[src/rtl/gth_pkg.sv]
package gth_pkg;

    localparam int unsigned RATE_W = 4;

    // reserved rate codes
    localparam logic [RATE_W-1:0] RATE_NEVER   = 4'hF;
    localparam logic [RATE_W-1:0] RATE_SLOWEST = 4'hE;

    // number of blocked cycles that follow a grant for a given code
    function automatic int unsigned reload_count(
        input logic [RATE_W-1:0] code,
        input int unsigned       slow
    );
        if (code == RATE_NEVER)        return 0;
        else if (code == RATE_SLOWEST) return slow;
        else                           return int'(code);
    endfunction

endpackage

[src/rtl/gth_pace_cnt.sv]
module gth_pace_cnt
    import gth_pkg::*;
#(
    parameter int unsigned SLOW_RELOAD = 63,
    localparam int unsigned CNT_W      = $clog2(SLOW_RELOAD + 1)
) (
    input  logic              clk,
    input  logic              rst_n,
    input  logic [RATE_W-1:0] rate_cur_i,
    input  logic [RATE_W-1:0] rate_new_i,
    input  logic              rate_chg_i,
    input  logic              gnt_i,
    output logic              elig_o
);

    typedef struct packed {
        logic [CNT_W-1:0] cnt;
    } pace_st_t;

    pace_st_t st_d, st_q;

    always_comb begin
        st_d = st_q;
        if (gnt_i || rate_chg_i) begin
            st_d.cnt = CNT_W'(reload_count(rate_new_i, SLOW_RELOAD));
        end else if (st_q.cnt != '0) begin
            st_d.cnt = st_q.cnt - 1'b1;
        end
    end

    always_ff @(posedge clk) begin
        if (!rst_n) st_q <= '0;
        else        st_q <= st_d;
    end

    assign elig_o = (st_q.cnt == '0) && (rate_cur_i != RATE_NEVER);


    pace_gap_chk: assert property (@(posedge clk) disable iff (!rst_n)
        (gnt_i && rate_new_i != '0) |=> !elig_o);


    hold_elig_chk: assert property (@(posedge clk) disable iff (!rst_n)
        (elig_o && !gnt_i && !rate_chg_i) |=> elig_o);


    never_gnt_chk: assert property (@(posedge clk) disable iff (!rst_n)
        (rate_cur_i == RATE_NEVER) |-> !gnt_i);

endmodule

[src/rtl/gth_rr_pick.sv]
module gth_rr_pick #(
    parameter int unsigned N_REQ  = 8,
    localparam int unsigned PTR_W = (N_REQ > 1) ? $clog2(N_REQ) : 1
) (
    input  logic             clk,
    input  logic             rst_n,
    input  logic [N_REQ-1:0] cand_i,
    output logic [N_REQ-1:0] gnt_o
);

    typedef struct packed {
        logic [PTR_W-1:0] ptr;
    } rr_st_t;

    rr_st_t      st_d, st_q;
    logic        found;
    int unsigned win;

    always_comb begin
        st_d  = st_q;
        gnt_o = '0;
        found = 1'b0;
        win   = 0;
        for (int k = 0; k < N_REQ; k++) begin
            int unsigned idx;
            idx = (int'(st_q.ptr) + k) % N_REQ;
            if (!found && cand_i[idx]) begin
                found      = 1'b1;
                win        = idx;
                gnt_o[idx] = 1'b1;
            end
        end
        if (found) st_d.ptr = PTR_W'((win + 1) % N_REQ);
    end

    always_ff @(posedge clk) begin
        if (!rst_n) st_q <= '0;
        else        st_q <= st_d;
    end


    onehot_gnt_chk: assert property (@(posedge clk) disable iff (!rst_n)
        $onehot0(gnt_o));


    gnt_in_cand_chk: assert property (@(posedge clk) disable iff (!rst_n)
        (gnt_o & ~cand_i) == '0);


    work_conserve_chk: assert property (@(posedge clk) disable iff (!rst_n)
        (|cand_i) |-> (|gnt_o));

endmodule

[src/rtl/gnt_throttle.sv]
module gnt_throttle
    import gth_pkg::*;
#(
    parameter int unsigned N_REQ       = 8,
    parameter int unsigned REG_W       = 64,
    parameter int unsigned SLOW_RELOAD = 63,
    localparam int unsigned FIELD_SPAN = N_REQ * RATE_W
) (
    input  logic             clk,
    input  logic             rst_n,
    input  logic             cfg_wr_i,
    input  logic [REG_W-1:0] cfg_data_i,
    input  logic [N_REQ-1:0] req_i,
    input  logic [N_REQ-1:0] byp_gnt_i,
    output logic [N_REQ-1:0] gnt_o,
    output logic [N_REQ-1:0] byp_gnt_o
);

    typedef struct packed {
        logic [FIELD_SPAN-1:0] rates;
    } cfg_st_t;

    cfg_st_t          st_d, st_q;
    logic [N_REQ-1:0] elig;
    logic [N_REQ-1:0] chg;
    logic [N_REQ-1:0] cand;
    logic             unused_hi;

    // reserved upper half of the configuration word
    assign unused_hi = ^cfg_data_i[REG_W-1:FIELD_SPAN];

    always_comb begin
        st_d = st_q;
        if (cfg_wr_i) st_d.rates = cfg_data_i[FIELD_SPAN-1:0];
    end

    always_ff @(posedge clk) begin
        if (!rst_n) st_q <= '0;
        else        st_q <= st_d;
    end

    for (genvar g = 0; g < N_REQ; g++) begin : g_unit
        assign chg[g] = cfg_wr_i &&
            (cfg_data_i[g*RATE_W +: RATE_W] != st_q.rates[g*RATE_W +: RATE_W]);

        gth_pace_cnt #(
            .SLOW_RELOAD (SLOW_RELOAD)
        ) pace_i (
            .clk        (clk),
            .rst_n      (rst_n),
            .rate_cur_i (st_q.rates[g*RATE_W +: RATE_W]),
            .rate_new_i (st_d.rates[g*RATE_W +: RATE_W]),
            .rate_chg_i (chg[g]),
            .gnt_i      (gnt_o[g]),
            .elig_o     (elig[g])
        );
    end

    assign cand = req_i & elig;

    gth_rr_pick #(
        .N_REQ (N_REQ)
    ) pick_i (
        .clk    (clk),
        .rst_n  (rst_n),
        .cand_i (cand),
        .gnt_o  (gnt_o)
    );

    assign byp_gnt_o = byp_gnt_i;


    gnt_req_chk: assert property (@(posedge clk) disable iff (!rst_n)
        (gnt_o & ~req_i) == '0);


    stable_cfg_chk: assert property (@(posedge clk) disable iff (!rst_n)
        !cfg_wr_i |=> $stable(st_q.rates));

endmodule

[config.mk]
export PLATFORM = sky130hd
export DESIGN_NAME = gnt_throttle
export DESIGN_NICKNAME = d
export VERILOG_FILES = /design/src/rtl/gth_pkg.sv /design/src/rtl/gth_pace_cnt.sv /design/src/rtl/gth_rr_pick.sv /design/src/rtl/gnt_throttle.sv
export SDC_FILE = /design/constraint.sdc
export NUM_CORES = 1
export LEC_CHECK = 0
export BUFFER_PORTS_ARGS = -buffer_cell sky130_fd_sc_hd__clkbuf_2
export CORE_ASPECT_RATIO = 0.6
export CORE_UTILIZATION = 45
export DETAILED_ROUTE_END_ITERATION = 7
export HOLD_SLACK_MARGIN = 0.1
export PLACE_DENSITY = 0.65
export SLEW_MARGIN = 5
export SYNTH_ARGS = -nofsm -noshare
export SYNTH_HDL_FRONTEND = slang
export SYNTH_SLANG_ARGS = --single-unit
[constraint.sdc]
create_clock -name clk -period 5.7 [get_ports clk]
set_input_delay 1.14 -clock clk [delete_from_list [all_inputs] [get_ports clk]]
set_output_delay 1.14 -clock clk [all_outputs]
set_load 0.005 [all_outputs]
==> results of run 1 <==
-- cell usage in the layout (no fill, tap or decap), types with 20 or more instances in the layout --
cell type / n
sky130_fd_sc_hd__nand2_1: 94
sky130_fd_sc_hd__dfxtp_1: 82
sky130_fd_sc_hd__mux2i_1: 79
sky130_fd_sc_hd__nand3_1: 60
sky130_fd_sc_hd__clkbuf_2: 49
sky130_fd_sc_hd__xor2_1: 42
sky130_fd_sc_hd__nor2_1: 37
sky130_fd_sc_hd__xnor2_1: 34
sky130_fd_sc_hd__nor2b_1: 31
sky130_fd_sc_hd__ha_1: 23
sky130_fd_sc_hd__nor3_1: 20
-- worst reg2reg max path, delay by kind of cell (launching register included) --
| family | cells | cell delay (ns) |
|---|---|---|
| AOI/OAI and AO/OA | 4 | 0.60 |
| adders and majority gates | 2 | 0.44 |
| buffers and inverters | 2 | 0.32 |
| DFF | 1 | 0.31 |
| muxes | 2 | 1.12 |
| and+or+nand+nor | 6 | 1.30 |
-- flip-flops by register name, indices dropped and copies added, names as in the netlist --
| signal | count |
|---|---|
| pick_i.st_q | 3 |
| g_unit.pace_i.st_q | 48 |
| st_q | 32 |
-- final cells by class --
| cell class | instances | area share (%) |
|---|---|---|
| flip-flops and latches | 83 | 22.2 |
| clock inverters | 5 | 0.502 |
| inverters | 22 | 1.10 |
| multi-input cells | 643 | 64.8 |
| repair buffers | 64 | 4.75 |
| clock buffers | 11 | 3.25 |
| well taps | 198 | 3.31 |
-- metal layers --
layer	vias up	part of all wire (%)
li1	2946	-
met4	0	1.2
met5	-	0
met1	2710	54
met2	223	38
met3	27	7.4
-- kinds of logic (layout without fill, tap and decap cells) --
logic type,count (synthesis),count (layout),synth area share [%]
multiplexers,108,108,18.0
adder cells (fa/ha/maj),23,23,4.18
AO/OA/AOI/OAI,121,121,14.3
XOR/XNOR,77,77,10.1
flip-flops,83,83,24.2
AND/OR/NAND/NOR,314,314,23.9
buffers and inverters,75,102,5.35
-- power breakdown --
part / internal [mW] / leakage (nW) / switching (mW)
Clock: 0.309 / 0.132 / 0.259
Combinational: 1.41 / 2.24 / 1.98
Sequential: 0.744 / 0.685 / 0.183
Total: 2.46 / 3.06 / 2.42
-- stage by stage --
stage	instance area (µm²)	setup WS, ns	instances	utilization (%)
final	7480	0.305	1026	50.8
after global routing	7480	0.103	1026	50.8
after CTS	7480	0.427	1026	50.8
after detailed placement	7200	0.460	1010	48.9
after global placement	7200	0.525	1010	48.9
after floorplan	6880	1.29	801	-
-- path summary, 6_finish.rpt --
path / to / slack [ns] / depth (start not counted)
worst min-delay path: st_q[2] / 0.57 / 2
worst max-delay path: gnt_o[3] / 0.30 / 10
worst max register to register: pick_i.st_q[2] / 1.50 / 16
worst min register to register: st_q[2] / 0.57 / 2
==> reports/results.ini, run 1 <==
[run_status]
outcome = completed

[worst_setup_path]
critPathSlowestCell = sky130_fd_sc_hd__ha_1
cp_data_required_time_ns = 4.56
critical-path-top-delay-family = compound AO/OA/AOI/OAI gates
critical_path_sink_type = output port
critPathMaxStageDelay_ns = 0.66
crit-reg2reg-launch = g_unit[4].pace_i.st_q[0]
cp.arrival_ns = 4.26
path_max_fanout = 19
worst_setup_path_start_kind = register
setup.worst_path.start = pick_i.st_q[0]
worst-path-buf-inv = 4
worstPathCellList = inv_2 -> ha_1 -> clkinv_1 -> buf_4 -> mux2_2 -> o2111a_1 -> nand4_2 -> o32ai_1 -> or3_1 -> clkbuf_2
timing_worst_setup_path_type = register to output port

[yosys]
synth-seq-area-share_pct = 24.2
synth_largest_type_area_fraction_pct = 24.2
postSynth.asyncResetShare_pct = 0
synth.most_common_cell = sky130_fd_sc_hd__nand2_1
synthTopCellsByCount = 94 x sky130_fd_sc_hd__nand2_1, 83 x sky130_fd_sc_hd__dfxtp_1, 79 x sky130_fd_sc_hd__mux2i_1
synth_seq_cells = 83
synth.area.top_cells = sky130_fd_sc_hd__dfxtp_1 24%, sky130_fd_sc_hd__mux2i_1 11%, sky130_fd_sc_hd__xor2_1 5.3%
syn-mean-instance-area_um2 = 8.59
ys.flop_type = sky130_fd_sc_hd__dfxtp_1
mappedNetlistNets = 907
yosysUniqueCellTypes = 73
yosysTopAreaCell = sky130_fd_sc_hd__dfxtp_1
synth_enable_flop_cells = 0
netlist_area_um2 = 6880
ys_warn_count = 0
synth_cells = 801

[timing]
fin_worst_hold_slack_ns = 0.566
tightest_slew_ns = 1.02
tns_ns = 0
finalCriticalPeriod_ns = 5.40
fmaxAchievable_mhz = 185
clock_skew_ns = 0.00848
fin_crit_sh_pct = 94.7
rsz0062_at_grt = no
final-max-slew-violation-count = 0
hold_viol = 0
worst_slew_margin_rel_pct = 31.9
setup_viol_count_final = 0

[final_layout]
final.fill_count = 1432
drive_above_1_share_pct = 16.2
multi_input_comb_area_um2 = 4850
areaGrowthSynthToFinish_pct = 8.71
finish.net_count = 929
diodes = 0
sequential_cell_area_um2 = 1660

[worst_hold_path]
worstHoldStart = st_q[2]
hp-class = register to register

[placed_design]
globalplace.congestion = 0.930
dp_hpwl_um = 12500
port-buffer-count = 50

[drt]
drt_pass1_iterations = 5
detail_route.drc_violations = 0
vias_per_std_cell = 5.76
totalWireLength_um = 17100
routed_wire_length_per_instance_um = 16.7
antenna_violating_nets_post_route = 0
detailedRoute.firstIterationViolations = 617
detailroute.via_count = 5906

[clocking]
tritoncts.num_buffers = 9
post_cts_resize_count = 0
clk_pin_slew_ns = 0.07
cts_root_buffer = sky130_fd_sc_hd__clkbuf_16
insertion_delay_of_the_later_clocked_pin_in_the_worst_skew_pair_ns = 0.35
number_of_buffers_on_the_longest_clock_path = 2
htreeDepth = 3
cts_setup_buffers = 0
cts_hold_repair.buffers = 0
tritoncts_sinks = 83
cts_tree = yes

[pwr]
finalPower_mw = 4.89
p_leak_nw = 3.06
power.density_cell_area_nw_per_um2 = 653
ir_worst_vdd_uv = 239

[grt]
grt.total_usage_pct = 22.0
grt_busiest_layer = met1
grt.met1_usage_pct = 34.4
grt_overflow = 0
maximum_number_of_pins_on_one_net_before_global_route_repair = 107
grt_first_pass_wirelength_um = 27800
grtUsageMet3_pct = 5.73
number_of_antenna_violations_at_the_first_check_in_global_routing = 0
gr-usage-met2_pct = 28.9
first_global_vias = 5290

[floorplan]
initial_core_util_pct = 46.7
rows = 34
die_y_extent_um = 97.8
die-area_um2 = 15800
fp.coreArea_um2 = 14700
floorplan.die.width_um = 162
boundaryPins = 99

[job]
maxCapViolCount = 0

(Power assumes the default switching activity.)
==> inputs of run 2 (changes only) <==
Settings changed: CORE_UTILIZATION 45 to 35, PLACE_DENSITY 0.65 to 0.53.
==> reports/results.ini, run 2 (synthesized netlist as in run 1, its figures left out) <==
[timing]
fin_crit_sh_pct = 94.0  ; -0.67 points
rsz0062_at_grt = no
clock_skew_ns = 0.00942  ; +0.000943 ns
tightest_slew_ns = 1.05  ; +0.0320 ns
hold_viol = 0  ; unchanged
worst_slew_margin_rel_pct = 28.9  ; -3.1 points
setup_viol_count_final = 0  ; unchanged
finalCriticalPeriod_ns = 5.36  ; -0.0384 ns
fmaxAchievable_mhz = 187  ; +0.72%
fin_worst_hold_slack_ns = 0.574  ; +0.00801 ns
final-max-slew-violation-count = 0  ; unchanged
tns_ns = 0  ; unchanged

[final_layout]
finish.net_count = 930  ; +0.11%
drive_above_1_share_pct = 15.9  ; -0.26 points
max_reg_flops = 48  ; unchanged
diodes = 0  ; unchanged
reg_top3 = g_unit.pace_i.st_q: 48 flops, st_q: 32 flops, pick_i.st_q: 3 flops
layout_commonest_cell = sky130_fd_sc_hd__nand2_1
layout.cells.most_common_list = 94 x sky130_fd_sc_hd__nand2_1, 82 x sky130_fd_sc_hd__dfxtp_1, 79 x sky130_fd_sc_hd__mux2i_1, 60 x sky130_fd_sc_hd__nand3_1, 49 x sky130_fd_sc_hd__clkbuf_2
areaGrowthSynthToFinish_pct = 10.2
max_flop_register = g_unit.pace_i.st_q

[floorplan]
initial_core_util_pct = 36.0  ; -11 points
boundaryPins = 99  ; unchanged
rows = 39  ; +15%
floorplan.die.width_um = 183  ; +13%
die_y_extent_um = 111  ; +13%
fp.coreArea_um2 = 19100  ; +30%
die-area_um2 = 20200  ; +28%

[clocking]
htreeDepth = 3  ; unchanged
clk_pin_slew_ns = 0.06  ; about the same
insertion_delay_of_the_later_clocked_pin_in_the_worst_skew_pair_ns = 0.35  ; about the same
number_of_buffers_on_the_longest_clock_path = 2  ; unchanged
cts_root_buffer = sky130_fd_sc_hd__clkbuf_16
tritoncts_sinks = 83  ; unchanged
cts_tree = yes
cts_setup_buffers = 0  ; unchanged
tritoncts.num_buffers = 9  ; unchanged
cts_hold_repair.buffers = 0  ; unchanged
post_cts_resize_count = 0  ; unchanged

[pwr]
ir_worst_vdd_uv = 222  ; -7.2%
p_leak_nw = 3.07  ; +0.42%
power.density_cell_area_nw_per_um2 = 648  ; -0.75%

[drt]
detail_route.drc_violations = 0  ; unchanged
routed_wire_length_per_instance_um = 16.0  ; -4.2%
drt_pass1_iterations = 5  ; unchanged
antenna_violating_nets_post_route = 0  ; unchanged
vias_per_std_cell = 5.33  ; -7.3%
totalWireLength_um = 17500  ; +2.2%
detailroute.via_count = 5840  ; -1.1%
detailedRoute.firstIterationViolations = 457  ; -26%

[grt]
first_global_vias = 5425  ; +2.6%
maximum_number_of_pins_on_one_net_before_global_route_repair = 107  ; unchanged
grt.total_usage_pct = 17.9  ; -4.1 points
number_of_antenna_violations_at_the_first_check_in_global_routing = 0  ; unchanged
grt_first_pass_wirelength_um = 28900  ; +3.9%
grt_overflow = 0  ; unchanged

[worst_setup_path]
timing_worst_setup_path_type = input pin to output port
cp.arrival_ns = 4.22  ; -0.04 ns
cp_data_required_time_ns = 4.56  ; about the same
worst_setup_path_start_kind = input pin
critical_path_sink_type = output port
path_max_fanout = 17  ; -2

[placed_design]
globalplace.congestion = 0.907  ; -2.5%
dp_hpwl_um = 13200  ; +5.0%
port-buffer-count = 50  ; unchanged

[job]
maxCapViolCount = 0  ; unchanged

[run_status]
outcome = completed

[worst_hold_path]
hp-class = register to register

run 2: cell count changes in the layout (fill, tap and decap cells not counted), sizes merged:
| cell | previous run | this run |
|---|---|---|
| buf | 15 | 16 |
| bufinv | 0 | 1 |
| clkbuf | 60 | 63 |
| clkinv | 3 | 2 |
| clkinvlp | 2 | 0 |
| inv | 22 | 21 |
run 2: metrics by stage:
step                      std cells  power, mW  worst slack (ns)  utilization [%]  area, µm²
after floorplan                 801       3.59              1.29                -       6880
after global placement         1079       4.30             0.451             38.1       7290
after detailed placement       1079       4.26             0.542             38.1       7290
after CTS                      1095       4.88             0.513             39.6       7580
after global routing           1095       5.31             0.165             39.6       7580
final                          1095       4.91             0.343             39.6       7580
run 2: report_power, final:
| group | internal [mW] | total [mW] | leakage (nW) | switching [mW] |
|---|---|---|---|---|
| clock | 0.352 | 0.593 | 0.141 | 0.241 |
| combinational | 1.42 | 3.39 | 2.24 | 1.97 |
| sequential | 0.744 | 0.931 | 0.685 | 0.187 |
| total | 2.51 | 4.91 | 3.07 | 2.40 |
run 2: per-layer routing:
layer  share of wire [%]  vias to the layer above  routed length [µm]  track usage, %
li1                    -                     2940                   -               -
met1                  54                     2674                9490            27.9
met2                  37                      212                6480            23.2
met3                 7.7                       14                1350            5.44
met4                0.99                        0                 173            3.94
met5                   0                        -                   0               0
run 2: cell type report:
class,instances,area [µm²]
sequential,83,1660
clock buffer,14,254
fill,2004,11500
clock inverter,2,35.0
multi-input combinational,643,4850
timing repair buffer,65,363
tap,266,333
inverter,22,82.6
run 2: worst paths after layout:
path	start	end	slack [ns]	cells past startpoint
max	req_i[4]	gnt_o[3]	0.34	9
min	st_q[2]	st_q[2]	0.57	2
max reg2reg	g_unit[4].pace_i.st_q[0]	pick_i.st_q[2]	1.44	16
min reg2reg	st_q[2]	st_q[2]	0.57	2
run 2: worst max-delay path, cell delays in order:
cell and delay, ns:
sky130_fd_sc_hd__clkbuf_2 0.12, sky130_fd_sc_hd__nand4_1 0.33, sky130_fd_sc_hd__mux2i_1 0.75, sky130_fd_sc_hd__mux4_2 0.65, sky130_fd_sc_hd__nor3_1 0.15, sky130_fd_sc_hd__a22oi_1 0.32, sky130_fd_sc_hd__a31oi_1 0.22, sky130_fd_sc_hd__or3_1 0.38
sky130_fd_sc_hd__clkbuf_2 0.14
==> inputs of run 3 (changes only) <==
Settings changed: MAX_ROUTING_LAYER set to met4.
==> reports/results.ini, run 3 (synthesized netlist as in run 1, its figures left out) <==
[worst_setup_path]
critPathMaxStageDelay_ns = 0.76  ; about the same
timing_worst_setup_path_type = input pin to output port
worstPathCellList = clkbuf_2 -> nand4_1 -> mux2i_1 -> mux4_2 -> nor3_1 -> a22oi_1 -> a31oi_1 -> or3_1 -> clkbuf_2
cp_data_required_time_ns = 4.56  ; about the same
worst_setup_path_start_kind = input pin
critical_path_sink_type = output port
path_max_fanout = 17  ; unchanged
critical-path-top-delay-family = multiplexers
worst-path-buf-inv = 2  ; unchanged
critPathSlowestCell = sky130_fd_sc_hd__mux2i_1
crit_path_frequent_cell = sky130_fd_sc_hd__clkbuf_2
cp.arrival_ns = 4.22  ; about the same

[clocking]
number_of_buffers_on_the_longest_clock_path = 2  ; unchanged
tritoncts.num_buffers = 9  ; unchanged
clk_pin_slew_ns = 0.06  ; about the same
post_cts_resize_count = 0  ; unchanged
cts_tree = yes
cts_hold_repair.buffers = 0  ; unchanged
insertion_delay_of_the_later_clocked_pin_in_the_worst_skew_pair_ns = 0.35  ; about the same
tritoncts_sinks = 83  ; unchanged
htreeDepth = 3  ; unchanged
cts_root_buffer = sky130_fd_sc_hd__clkbuf_16
cts_setup_buffers = 0  ; unchanged

[final_layout]
layoutNonFillerInstCount = 1095  ; unchanged
finish.net_count = 930  ; unchanged
layout_commonest_cell = sky130_fd_sc_hd__nand2_1
drive_above_1_share_pct = 15.9  ; unchanged
layout.cells.most_common_list = 94 x sky130_fd_sc_hd__nand2_1, 82 x sky130_fd_sc_hd__dfxtp_1, 79 x sky130_fd_sc_hd__mux2i_1, 60 x sky130_fd_sc_hd__nand3_1, 49 x sky130_fd_sc_hd__clkbuf_2
max_flop_register = g_unit.pace_i.st_q
areaGrowthSynthToFinish_pct = 10.2  ; unchanged
reg_top3 = g_unit.pace_i.st_q: 48 flops, st_q: 32 flops, pick_i.st_q: 3 flops
max_reg_flops = 48  ; unchanged
diodes = 0  ; unchanged

[drt]
detailedRoute.firstIterationViolations = 380  ; -17%
detailroute.via_count = 5798  ; -0.72%
routed_wire_length_per_instance_um = 15.9  ; -0.26%
drt_pass1_iterations = 5  ; unchanged
vias_per_std_cell = 5.29  ; -0.72%
totalWireLength_um = 17500  ; -0.26%
detail_route.drc_violations = 0  ; unchanged
antenna_violating_nets_post_route = 0  ; unchanged

[timing]
tightest_slew_ns = 1.03  ; -0.0212 ns
fmaxAchievable_mhz = 186  ; -0.15%
fin_worst_hold_slack_ns = 0.574  ; unchanged
final-max-slew-violation-count = 0  ; unchanged
tns_ns = 0  ; unchanged
finalCriticalPeriod_ns = 5.36  ; +0.00786 ns
clock_skew_ns = 0.00939  ; -0.0000308 ns
rsz0062_at_grt = no
hold_viol = 0  ; unchanged
fin_crit_sh_pct = 94.1  ; +0.14 points
setup_viol_count_final = 0  ; unchanged
worst_slew_margin_rel_pct = 30.3  ; +1.4 points
setup_slack_ns = 0.335  ; -0.00786 ns

[floorplan]
boundaryPins = 99  ; unchanged
rows = 39  ; unchanged
fp.coreArea_um2 = 19100  ; unchanged
floorplan.die.width_um = 183  ; unchanged
die-area_um2 = 20200  ; unchanged
initial_core_util_pct = 36.0  ; unchanged
die_y_extent_um = 111  ; unchanged

[grt]
grtUsageMet3_pct = 5.47  ; +0.033 points
grt_busiest_layer = met1
grt_overflow = 0  ; unchanged
maximum_number_of_pins_on_one_net_before_global_route_repair = 107  ; unchanged
grt.total_usage_pct = 18.4  ; +0.52 points
number_of_antenna_violations_at_the_first_check_in_global_routing = 0  ; unchanged
grt_first_pass_wirelength_um = 28900  ; unchanged
grt.met1_usage_pct = 28.0  ; about the same
first_global_vias = 5416  ; -0.17%
gr-usage-met2_pct = 23.1  ; -0.051 points

[placed_design]
dp_slack_ns = 0.542  ; unchanged
dp_hpwl_um = 13200  ; unchanged
port-buffer-count = 50  ; unchanged
dp_cells = 1079  ; unchanged
globalplace.congestion = 0.922  ; +1.7%

[pwr]
ir_worst_vdd_uv = 224  ; +0.87%
power.density_cell_area_nw_per_um2 = 648  ; -0.11%
p_leak_nw = 3.07  ; unchanged

[run_status]
outcome = completed

[worst_hold_path]
hp-class = register to register

[job]
maxCapViolCount = 0  ; unchanged

## run 3: cell counts in the layout (fill, tap and decap cells not counted)
No cell type changed its count.
## run 3: final timing paths
kind,start,end,slack (ns),depth (start not counted)
max,req_i[4],gnt_o[3],0.34,9
min,st_q[2],st_q[2],0.57,2
max reg2reg,g_unit[4].pace_i.st_q[0],pick_i.st_q[2],1.47,16
min reg2reg,st_q[2],st_q[2],0.57,2
## run 3: metrics by stage
step | instance area [µm²] | utilization (%) | power [mW]
finish | 7580 | 39.6 | 4.91
global placement | 7290 | 38.1 | 4.30
floorplan | 6880 | - | 3.59
CTS | 7580 | 39.6 | 4.88
global route | 7580 | 39.6 | 5.31
detailed placement | 7290 | 38.1 | 4.26
## run 3: tightest hold or removal path: stages (launching register included)
cell and delay [ns]:
sky130_fd_sc_hd__dfxtp_1 0.33, sky130_fd_sc_hd__mux2i_1 0.12, sky130_fd_sc_hd__nor2b_1 0.07
## run 3: power by group
group | switching (mW) | internal [mW]
Combinational | 1.97 | 1.42
Clock | 0.241 | 0.352
Sequential | 0.188 | 0.744
Total | 2.40 | 2.51
## run 3: cell type report
cell class	instances	area, µm²
clock inverter	2	35.0
multi-input combinational	643	4850
clock buffer	14	254
sequential	83	1660
fill	2004	11500
inverter	22	82.6
timing repair buffer	65	363
tap	266	333
## run 3: layer usage
| metal | vias to the layer above | part of all wire (%) | wire (µm) |
|---|---|---|---|
| met5 | - | 0 | 0 |
| met1 | 2643 | 54 | 9460 |
| li1 | 2944 | - | - |
| met2 | 197 | 37 | 6430 |
| met4 | 0 | 0.95 | 165 |
| met3 | 14 | 8.0 | 1400 |
